File: src/rtl/pmu_alert_pkg.sv
// Package: shared control-register bit positions and counter role type.
// Assumes LSB-0 numbering of the 64-bit control register.
package pmu_alert_pkg;
    localparam int CTL_W      = 64;
    localparam int B_FRZ_ALL  = 31;   // freeze every counter
    localparam int B_EXC_EN   = 20;   // alert may request an exception
    localparam int B_EN_FIRST = 15;   // detection enable, counter 1
    localparam int B_EN_REST  = 14;   // detection enable, counters 2..N
    localparam int B_ALERT    = 7;    // sticky alert flag
    localparam int B_FRZ_LO   = 5;    // freeze selectable counters
    localparam int B_FRZ_HI   = 4;    // freeze the two fixed counters

    typedef enum logic [1:0] {
        ROLE_SELECT = 2'd0,
        ROLE_INSTR  = 2'd1,
        ROLE_CYCLE  = 2'd2
    } cnt_role_e;
endpackage

File: src/rtl/pmu_event_sel.sv
// Module: decides whether one counter advances this cycle, and whether
// it takes part in cycle-count alerting.
// Assumes the event pulses are single-cycle and already synchronous.
module pmu_event_sel #(
    parameter int                      EVS_W     = 8,
    parameter logic [EVS_W-1:0]        CYC_CODE  = 8'h1E,
    parameter logic [EVS_W-1:0]        INST_CODE = 8'h02,
    parameter pmu_alert_pkg::cnt_role_e ROLE     = pmu_alert_pkg::ROLE_SELECT
) (
    input  logic [EVS_W-1:0] evsel,
    input  logic             cyc_tick,
    input  logic             inst_done,
    input  logic             frozen,
    output logic             inc,
    output logic             cyc_mode
);
    logic sel_cyc;
    logic sel_inst;

    // Purpose: decode the select field and apply the counter's fixed role.
    always_comb begin
        sel_cyc  = (evsel == CYC_CODE);
        sel_inst = (evsel == INST_CODE);
        case (ROLE)
            pmu_alert_pkg::ROLE_CYCLE: begin
                inc      = cyc_tick & ~frozen;
                cyc_mode = 1'b1;
            end
            pmu_alert_pkg::ROLE_INSTR: begin
                inc      = inst_done & ~frozen;
                cyc_mode = 1'b0;
            end
            default: begin
                inc      = ~frozen & ((sel_cyc & cyc_tick) | (sel_inst & inst_done));
                cyc_mode = sel_cyc;
            end
        endcase
    end
endmodule

File: src/rtl/pmu_counter.sv
// Module: one event counter with a write port and wrap-around increment.
// It exports its next value so that the negative state can be judged in
// the same cycle as a write. Assumes a write outranks an increment.
module pmu_counter #(
    parameter int CNT_W = 32
) (
    input  logic             clk,
    input  logic             rst_n,
    input  logic             we,
    input  logic [CNT_W-1:0] wdata,
    input  logic             inc,
    output logic [CNT_W-1:0] value,
    output logic             neg_next
);
    logic [CNT_W-1:0] nxt;

    // Purpose: choose between the written value, the increment and holding.
    always_comb begin
        if (we)       nxt = wdata;
        else if (inc) nxt = value + 1'b1;
        else          nxt = value;
    end

    assign neg_next = nxt[CNT_W-1];

    // Purpose: counter storage with synchronous reset.
    always_ff @(posedge clk) begin
        if (!rst_n) value <= '0;
        else        value <= nxt;
    end

    // a write always lands
    p_write_wins_r4: assert property (@(posedge clk) disable iff (!rst_n)
        we |=> (value == $past(wdata)));
    // all-ones wraps to zero
    p_wrap_zero_r5: assert property (@(posedge clk) disable iff (!rst_n)
        (!we && inc && (value == {CNT_W{1'b1}})) |=> (value == '0));
    // no event, no change
    p_hold_r2: assert property (@(posedge clk) disable iff (!rst_n)
        (!we && !inc) |=> $stable(value));
    // an event below all-ones adds exactly one
    p_step_r2: assert property (@(posedge clk) disable iff (!rst_n)
        (!we && inc && (value != {CNT_W{1'b1}})) |=> (value == CNT_W'($past(value) + 1'b1)));
endmodule

File: src/rtl/pmu_alert_ctl.sv
// Module: control register, per-counter negative qualification, sticky
// alert and exception pulse. Assumes the neg_next inputs describe the
// counter values as they will stand after this edge.
module pmu_alert_ctl #(
    parameter int NUM_CNT = 6
) (
    input  logic                            clk,
    input  logic                            rst_n,
    input  logic                            ctl_we,
    input  logic [pmu_alert_pkg::CTL_W-1:0] ctl_wdata,
    input  logic [NUM_CNT-1:0]              neg_next,
    input  logic [NUM_CNT-1:0]              part,
    output logic [pmu_alert_pkg::CTL_W-1:0] ctl_q,
    output logic                            alert,
    output logic                            exc_req
);
    import pmu_alert_pkg::*;

    logic [CTL_W-1:0]   ctl_next;
    logic [CTL_W-1:0]   ctl_d;
    logic [NUM_CNT-1:0] qual_next;
    logic [NUM_CNT-1:0] qual_q;
    logic               rise;
    logic               exc_d;

    assign ctl_next = ctl_we ? ctl_wdata : ctl_q;

    // Purpose: qualify each counter against the enable it will have after this edge.
    for (genvar i = 0; i < NUM_CNT; i++) begin : g_qual
        if (i == 0) begin : g_first
            assign qual_next[i] = ctl_next[B_EN_FIRST] & part[i] & neg_next[i];
        end else begin : g_rest
            assign qual_next[i] = ctl_next[B_EN_REST] & part[i] & neg_next[i];
        end
    end

    assign rise = |(qual_next & ~qual_q);

    // Purpose: merge a fresh crossing into the alert bit and form the pulse.
    always_comb begin
        ctl_d          = ctl_next;
        ctl_d[B_ALERT] = ctl_next[B_ALERT] | rise;
        exc_d          = ctl_d[B_ALERT] & ctl_d[B_EXC_EN] & ~(ctl_q[B_ALERT] & ctl_q[B_EXC_EN]);
    end

    // Purpose: control, qualification history and exception pulse storage.
    always_ff @(posedge clk) begin
        if (!rst_n) begin
            ctl_q   <= '0;
            qual_q  <= '0;
            exc_req <= 1'b0;
        end else begin
            ctl_q   <= ctl_d;
            qual_q  <= qual_next;
            exc_req <= exc_d;
        end
    end

    assign alert = ctl_q[B_ALERT];

    // the request never lasts two cycles
    p_exc_single_r11: assert property (@(posedge clk) disable iff (!rst_n)
        exc_req |=> !exc_req);
    // the request needs both the alert and the exception enable
    p_exc_qual_r11: assert property (@(posedge clk) disable iff (!rst_n)
        exc_req |-> (alert && ctl_q[B_EXC_EN]));
    // only a control write clears the alert
    p_sticky_r10: assert property (@(posedge clk) disable iff (!rst_n)
        (alert && !ctl_we) |=> alert);
endmodule

File: src/rtl/pmu_alert_unit.sv
// Module: top of the counter overflow alert unit. Builds the counters and
// their event selectors, then feeds their next-state negative bits to the
// alert controller. Assumes NUM_CNT >= 3:
//   - the last counter counts cycles;
//   - the one before it counts instructions;
//   - the rest use their select field.
module pmu_alert_unit #(
    parameter int              NUM_CNT   = 6,
    parameter int              CNT_W     = 32,
    parameter int              EVS_W     = 8,
    parameter logic [EVS_W-1:0] CYC_CODE  = 8'h1E,
    parameter logic [EVS_W-1:0] INST_CODE = 8'h02
) (
    input  logic                     clk,
    input  logic                     rst_n,
    input  logic                     cyc_tick,
    input  logic                     inst_done,
    input  logic                     ctl_we,
    input  logic [63:0]              ctl_wdata,
    input  logic [NUM_CNT-1:0]       cnt_we,
    input  logic [CNT_W-1:0]         cnt_wdata,
    input  logic [NUM_CNT*EVS_W-1:0] evsel,
    output logic [NUM_CNT*CNT_W-1:0] cnt_value,
    output logic [63:0]              ctl_value,
    output logic                     alert,
    output logic                     exc_req
);
    import pmu_alert_pkg::*;

    localparam int N_SELECT = NUM_CNT - 2;

    logic [CTL_W-1:0]   ctl_q;
    logic [NUM_CNT-1:0] neg_next;
    logic [NUM_CNT-1:0] part;
    logic [NUM_CNT-1:0] inc;
    logic [NUM_CNT-1:0] frozen;

    // Purpose: one selector and one counter per slot, role chosen by position.
    for (genvar i = 0; i < NUM_CNT; i++) begin : g_cnt
        localparam cnt_role_e ROLE = (i == NUM_CNT - 1) ? ROLE_CYCLE :
                                     (i == NUM_CNT - 2) ? ROLE_INSTR : ROLE_SELECT;

        assign frozen[i] = ctl_q[B_FRZ_ALL] |
                           ((i < N_SELECT) ? ctl_q[B_FRZ_LO] : ctl_q[B_FRZ_HI]);

        pmu_event_sel #(
            .EVS_W(EVS_W), .CYC_CODE(CYC_CODE), .INST_CODE(INST_CODE), .ROLE(ROLE)
        ) u_sel (
            .evsel    (evsel[i*EVS_W +: EVS_W]),
            .cyc_tick (cyc_tick),
            .inst_done(inst_done),
            .frozen   (frozen[i]),
            .inc      (inc[i]),
            .cyc_mode (part[i])
        );

        pmu_counter #(.CNT_W(CNT_W)) u_cnt (
            .clk     (clk),
            .rst_n   (rst_n),
            .we      (cnt_we[i]),
            .wdata   (cnt_wdata),
            .inc     (inc[i]),
            .value   (cnt_value[i*CNT_W +: CNT_W]),
            .neg_next(neg_next[i])
        );
    end

    pmu_alert_ctl #(.NUM_CNT(NUM_CNT)) u_ctl (
        .clk      (clk),
        .rst_n    (rst_n),
        .ctl_we   (ctl_we),
        .ctl_wdata(ctl_wdata),
        .neg_next (neg_next),
        .part     (part),
        .ctl_q    (ctl_q),
        .alert    (alert),
        .exc_req  (exc_req)
    );

    assign ctl_value = ctl_q;

    // the instruction-only counter never takes part in alerting
    p_instr_never_alerts_r9: assert property (@(posedge clk) disable iff (!rst_n)
        !part[NUM_CNT-2]);
endmodule

File: config.mk
export PLATFORM = sky130hd
export DESIGN_NAME = pmu_alert_unit
export DESIGN_NICKNAME = d
export VERILOG_FILES = /design/src/rtl/pmu_alert_pkg.sv /design/src/rtl/pmu_event_sel.sv /design/src/rtl/pmu_counter.sv /design/src/rtl/pmu_alert_ctl.sv /design/src/rtl/pmu_alert_unit.sv
export SDC_FILE = /design/constraint.sdc
export NUM_CORES = 1
export LEC_CHECK = 0
export ABC_AREA = 1
export BUFFER_PORTS_ARGS = -buffer_cell sky130_fd_sc_hd__buf_2
export CAP_MARGIN = 20
export CORE_MARGIN = 2
export CORE_UTILIZATION = 54
export DETAILED_ROUTE_END_ITERATION = 10
export GPL_TIMING_DRIVEN = 0
export PLACE_DENSITY_LB_ADDON = 0.3
export RECOVER_POWER = 25
export SLEW_MARGIN = 5
export SYNTH_ARGS = -nofsm -noshare
export SYNTH_HDL_FRONTEND = slang
export SYNTH_SLANG_ARGS = --single-unit
File: constraint.sdc
create_clock -name clk -period 2.3 [get_ports clk]
set_input_delay 0.115 -clock clk [delete_from_list [all_inputs] [get_ports clk]]
set_output_delay 0.115 -clock clk [all_outputs]
set_load 0.03 [all_outputs]
==> summary.md <==
| Metric | Value |
|---|---|
| Outcome | `finished clean` |
| Post-synthesis async set-or-reset flop share | `0%` |
| Dpl hpwl | `slightly below 50000 um` |
| Setup crit start | `u_ctl.ctl_q[31]` |
| Max H-tree Level | `1` |
| Num CTS Buffers | `30` |
| Area growth, synth to finish | `29.91%` |
| Overflow after GRT | `0` |
| Fmax | `441.9 MHz` |
| CP endpoint | `u_ctl.ctl_q[7]` |
| IO Port Bufs | `394` |
| TritonCTS clock tree | `built` |
| ANT nets after route | `0` |
| Io pins | `413` |
| Sw Ratio | `32.35%` |
| DRC | `0` |
| Hold WS | `26.20 ps` |
| Reg2Reg Capture Point | `u_ctl.ctl_q[7]` |
| Final nets | `2992` |
| Crit path buffers/inverters | `1` |
| DR WL/cell | `20.86 um` |
| Met2 wire length | `roughly 29000 um` |
| Switch Pwr | `0.004095 W` |
| Avg Vias per Cell | `around 5.9` |
| Layout Skew | `13.48 ps` |
| Leak | `8.582 nW` |
| CP peak stage delay | `about 450 ps` |
| Max-slew violations | `0` |
| Max IR drop VDD | `0.6509 mV` |
| RSZ-0062 raised after global routing | `no` |
| Worst slew margin | `between 30% and 40%` |
| Final setup viols | `0` |
| CP startpoint kind | `flip-flop` |
| MaxCap Viol Count | `0` |
| Int Power | `between 0.008 and 0.009 W` |
| Met3 WL post-DR | `8965 um` |
| Period utilization | `around 98%` |
| Cell area after layout | `0.01962 mm^2` |
| Worst Path Required | `2700 ps` |
| Delay-heaviest family, CP | `simple AND/OR/NAND/NOR gates` |
| Clock Latency Late Sink | `580 ps` |
| CP endpoint kind | `flip-flop` |
| Slowest cell on the critical path | `dfxtp_1` |
| Cell Pwr Density | `645.2 mW/mm^2` |
| Total number of vias | `~19000` |
| Root buffer cell | `clkbuf_16` |
| Synthesized Nets | `2459` |
| CTS clock-pin slew for the worst setup and hold paths | `60 ps` |
| Syn avg cell area | `~6.6 um^2` |
| Sequential power share | `41.1%` |
| Worst Tran Pin Value | `1045 ps` |
| Mapped Cells | `~2300` |
| Clk network pwr share | `between 40% and 50%` |
| Die W | `171.2 um` |
| CP Class | `flip-flop to flip-flop` |
| Initial antenna violation count | `7` |
| Met1 wire length | `24820 um` |
| Synthesis Warnings | `0` |
| Drt total wl | `67510 um` |
| Synthesized area | `0.01510 mm^2` |
| Crit path DAT | `about 2700 ps` |
| Overall global routing resource usage | `44.54%` |
| RePlAce Congestion | `0.9939` |
| EDFF count, synth | `0` |
| Hold Startpoint | `evsel[12]` |
| Worst hold-check path type | `input pin to flip-flop` |
| Hold Fails Final Rpt | `0` |
| CP dominant cell by count | `nand2_1` |
| Clock buffer depth | `3` |
| Die area | `0.02932 mm^2` |
| Comb power frac | `a little under a fifth` |
| Row cnt | `61` |
| Sequential area share after synthesis | `34.73%` |
| R2r startpoint | `u_ctl.ctl_q[31]` |
| FF-to-FF path depth | `10` |
| Core Util, Final | `approximately 70%` |
| Worst path cell trace | `nor2_2 > inv_2 > a21oi_4 > nand2_1 > nand2_1 > nand3_1 > nand3_1 > nand2_1 > nor2_2 > a21oi_1` |
| R2R setup slack | `40 ps` |
| Largest net degree at the start of global routing | `15` |
| Share of cells above drive strength 1 | `17.62%` |
| Core Area | `0.02763 mm^2` |
| Fin crit period | `2263 ps` |
| Number of fill cells | `2439` |
| Number of distinct library cells after synthesis | `56` |
| Starting DRT DRC Count | `2171` |
| CP Depth | `10` |
| Global-route wire length before repair | `100100 um` |
| Placed cell areas | `0.01755 mm^2` |
| Top layer in use | `met5` |
| #FFs+latches synth | `262` |
| Initial Utilization | `54.66%` |
| Worst-path fanout max | `8` |
| Vias in the first global route | `approximately 18000` |
| First-pass DRT Iterations | `8` |
| Die Y | `171.2 um` |
| Ys flop type | `dfxtp_1` |
| Clock Sinks | `262` |
[synthesized netlist by cell type (4+ instances only)]
library cell	count	share of area [%]
nand2_1	556	14
nor2_1	370	9.2
dfxtp_1	262	35
inv_1	226	5.6
o21ai_0	134	4.4
nand3_1	111	3.7
xor2_1	77	4.5
a31oi_1	75	3.1
clkbuf_1	67	1.7
a21oi_1	62	2.1
nor3_1	44	1.5
nand4_1	41	1.7
o22ai_1	26	1.1
xnor2_1	24	1.4
o221ai_1	23	1.3
nor4_1	19	0.79
o211ai_1	19	0.94
nor2_2	17	0.70
nand2_2	15	0.62
inv_2	13	0.32
nor3_2	12	0.80
buf_2	11	0.36
nand3b_1	10	0.50
or2_2	10	0.41
nor2_4	8	0.60
a221oi_1	7	0.41
ha_1	6	0.50
buf_4	5	0.25
clkinv_1	4	0.099
nor3_4	4	0.43
o21bai_1	4	0.20
[tightest hold or removal path: stages]
cell	delay [ps]
buf_2	100
nand2_1	50
nor2_1	40
nand3_1	160
nor3_1	70
[layout by cell type (no fill, tap or decap), drive strengths merged, types with 10 or more instances in the layout]
cell / count
xor2: 77
a31oi: 75
nand3b: 10
nand3: 112
nor2: 395
dlygate4sd3: 104
or2: 10
clkbuf: 182
o221ai: 23
o211ai: 19
nand4: 44
nor4: 21
o22ai: 26
clkinv: 11
buf: 347
a21oi: 64
nor3: 60
nand2: 572
inv: 239
o21ai: 136
xnor2: 24
dfxtp: 262
[power by group through the flow]
| stage | combinational [W] | clock [W] | sequential, W |
|---|---|---|---|
| after global placement | 0.00214 | 0 | 0.00526 |
| after CTS | 0.00232 | 0.00503 | 0.00517 |
| after floorplan | 0.000807 | 0 | 0.00571 |
| final | 0.00238 | 0.00507 | 0.00521 |
| after detailed placement | 0.00217 | 0 | 0.00527 |
| after global routing | 0.00251 | 0.00523 | 0.00523 |
[timing repair]
action | 4_1_cts | 5_1_grt
pin swaps | 0 | 4
resized for setup | 2 | 22
hold buffers | 104 | 0
endpoints found under the hold margin | 140 | 0
endpoints found under the setup margin | 3 | 9
buffers inserted | 0 | 3
[cell families after synthesis]
kind of cell    share of synthesized area, %
xor+xnor                               5.857
mux                                   0.1326
compound gates                         14.71
fa+ha+maj                             0.4970
flops                                  34.73
simple gates                           35.61
buf+inv                                8.467
[stage by stage]
step / setup WS, ps / setup TNS [ps] / std cells / power [W]
final: 36.96 / 0 / 3236 / 0.01266
after detailed placement: -151.2 / -282.2 / 3070 / 0.007440
after global routing: 3.151 / 0 / 3234 / 0.01297
after global placement: -128.4 / -245.8 / 3070 / 0.007394
after floorplan: 248.4 / 0 / 2298 / 0.006522
after CTS: 16.02 / 0 / 3230 / 0.01253
[worst min path at each step]
stage                     slack (ps)              end  cells after the start
after floorplan                  250   u_ctl.ctl_q[0]                      2
after global placement           340  u_ctl.ctl_q[25]                      3
after detailed placement         340   u_ctl.ctl_q[0]                      3
after CTS                          4  u_ctl.qual_q[1]                      5
after global routing              50  u_ctl.qual_q[1]                      5
final                             30  u_ctl.qual_q[1]                      5
[layout make-up]
class | instances | area, um^2 | area share, %
clock buffers | 45 | 898.4 | 4.579
diodes | 3 | 7.507 | 0.03826
multi-input cells | 1706 | 8617 | 43.92
clock inverters | 11 | 136.4 | 0.6951
plain buffers | 87 | 367.9 | 1.875
flip-flops and latches | 262 | 5260 | 26.81
repair buffers | 501 | 2948 | 15.02
inverters | 243 | 912.1 | 4.649
well taps | 378 | 473.0 | 2.411
[routing by layer]
layer | up-vias | track usage, %
li1 | 8642 | -
met1 | 8795 | 56.43
met2 | 1430 | 67.81
met3 | 312 | 11.11
met4 | 4 | 28.26
met5 | - | 0
[state kept, by name, summed over array words and instances (netlist names)]
| name | count |
|---|---|
| g_cnt.u_cnt.value | 192 |
| u_ctl.qual_q | 5 |
| u_ctl.exc_req | 1 |
| u_ctl.ctl_q | 64 |
Note: power is estimated with default switching activity, not from simulation.
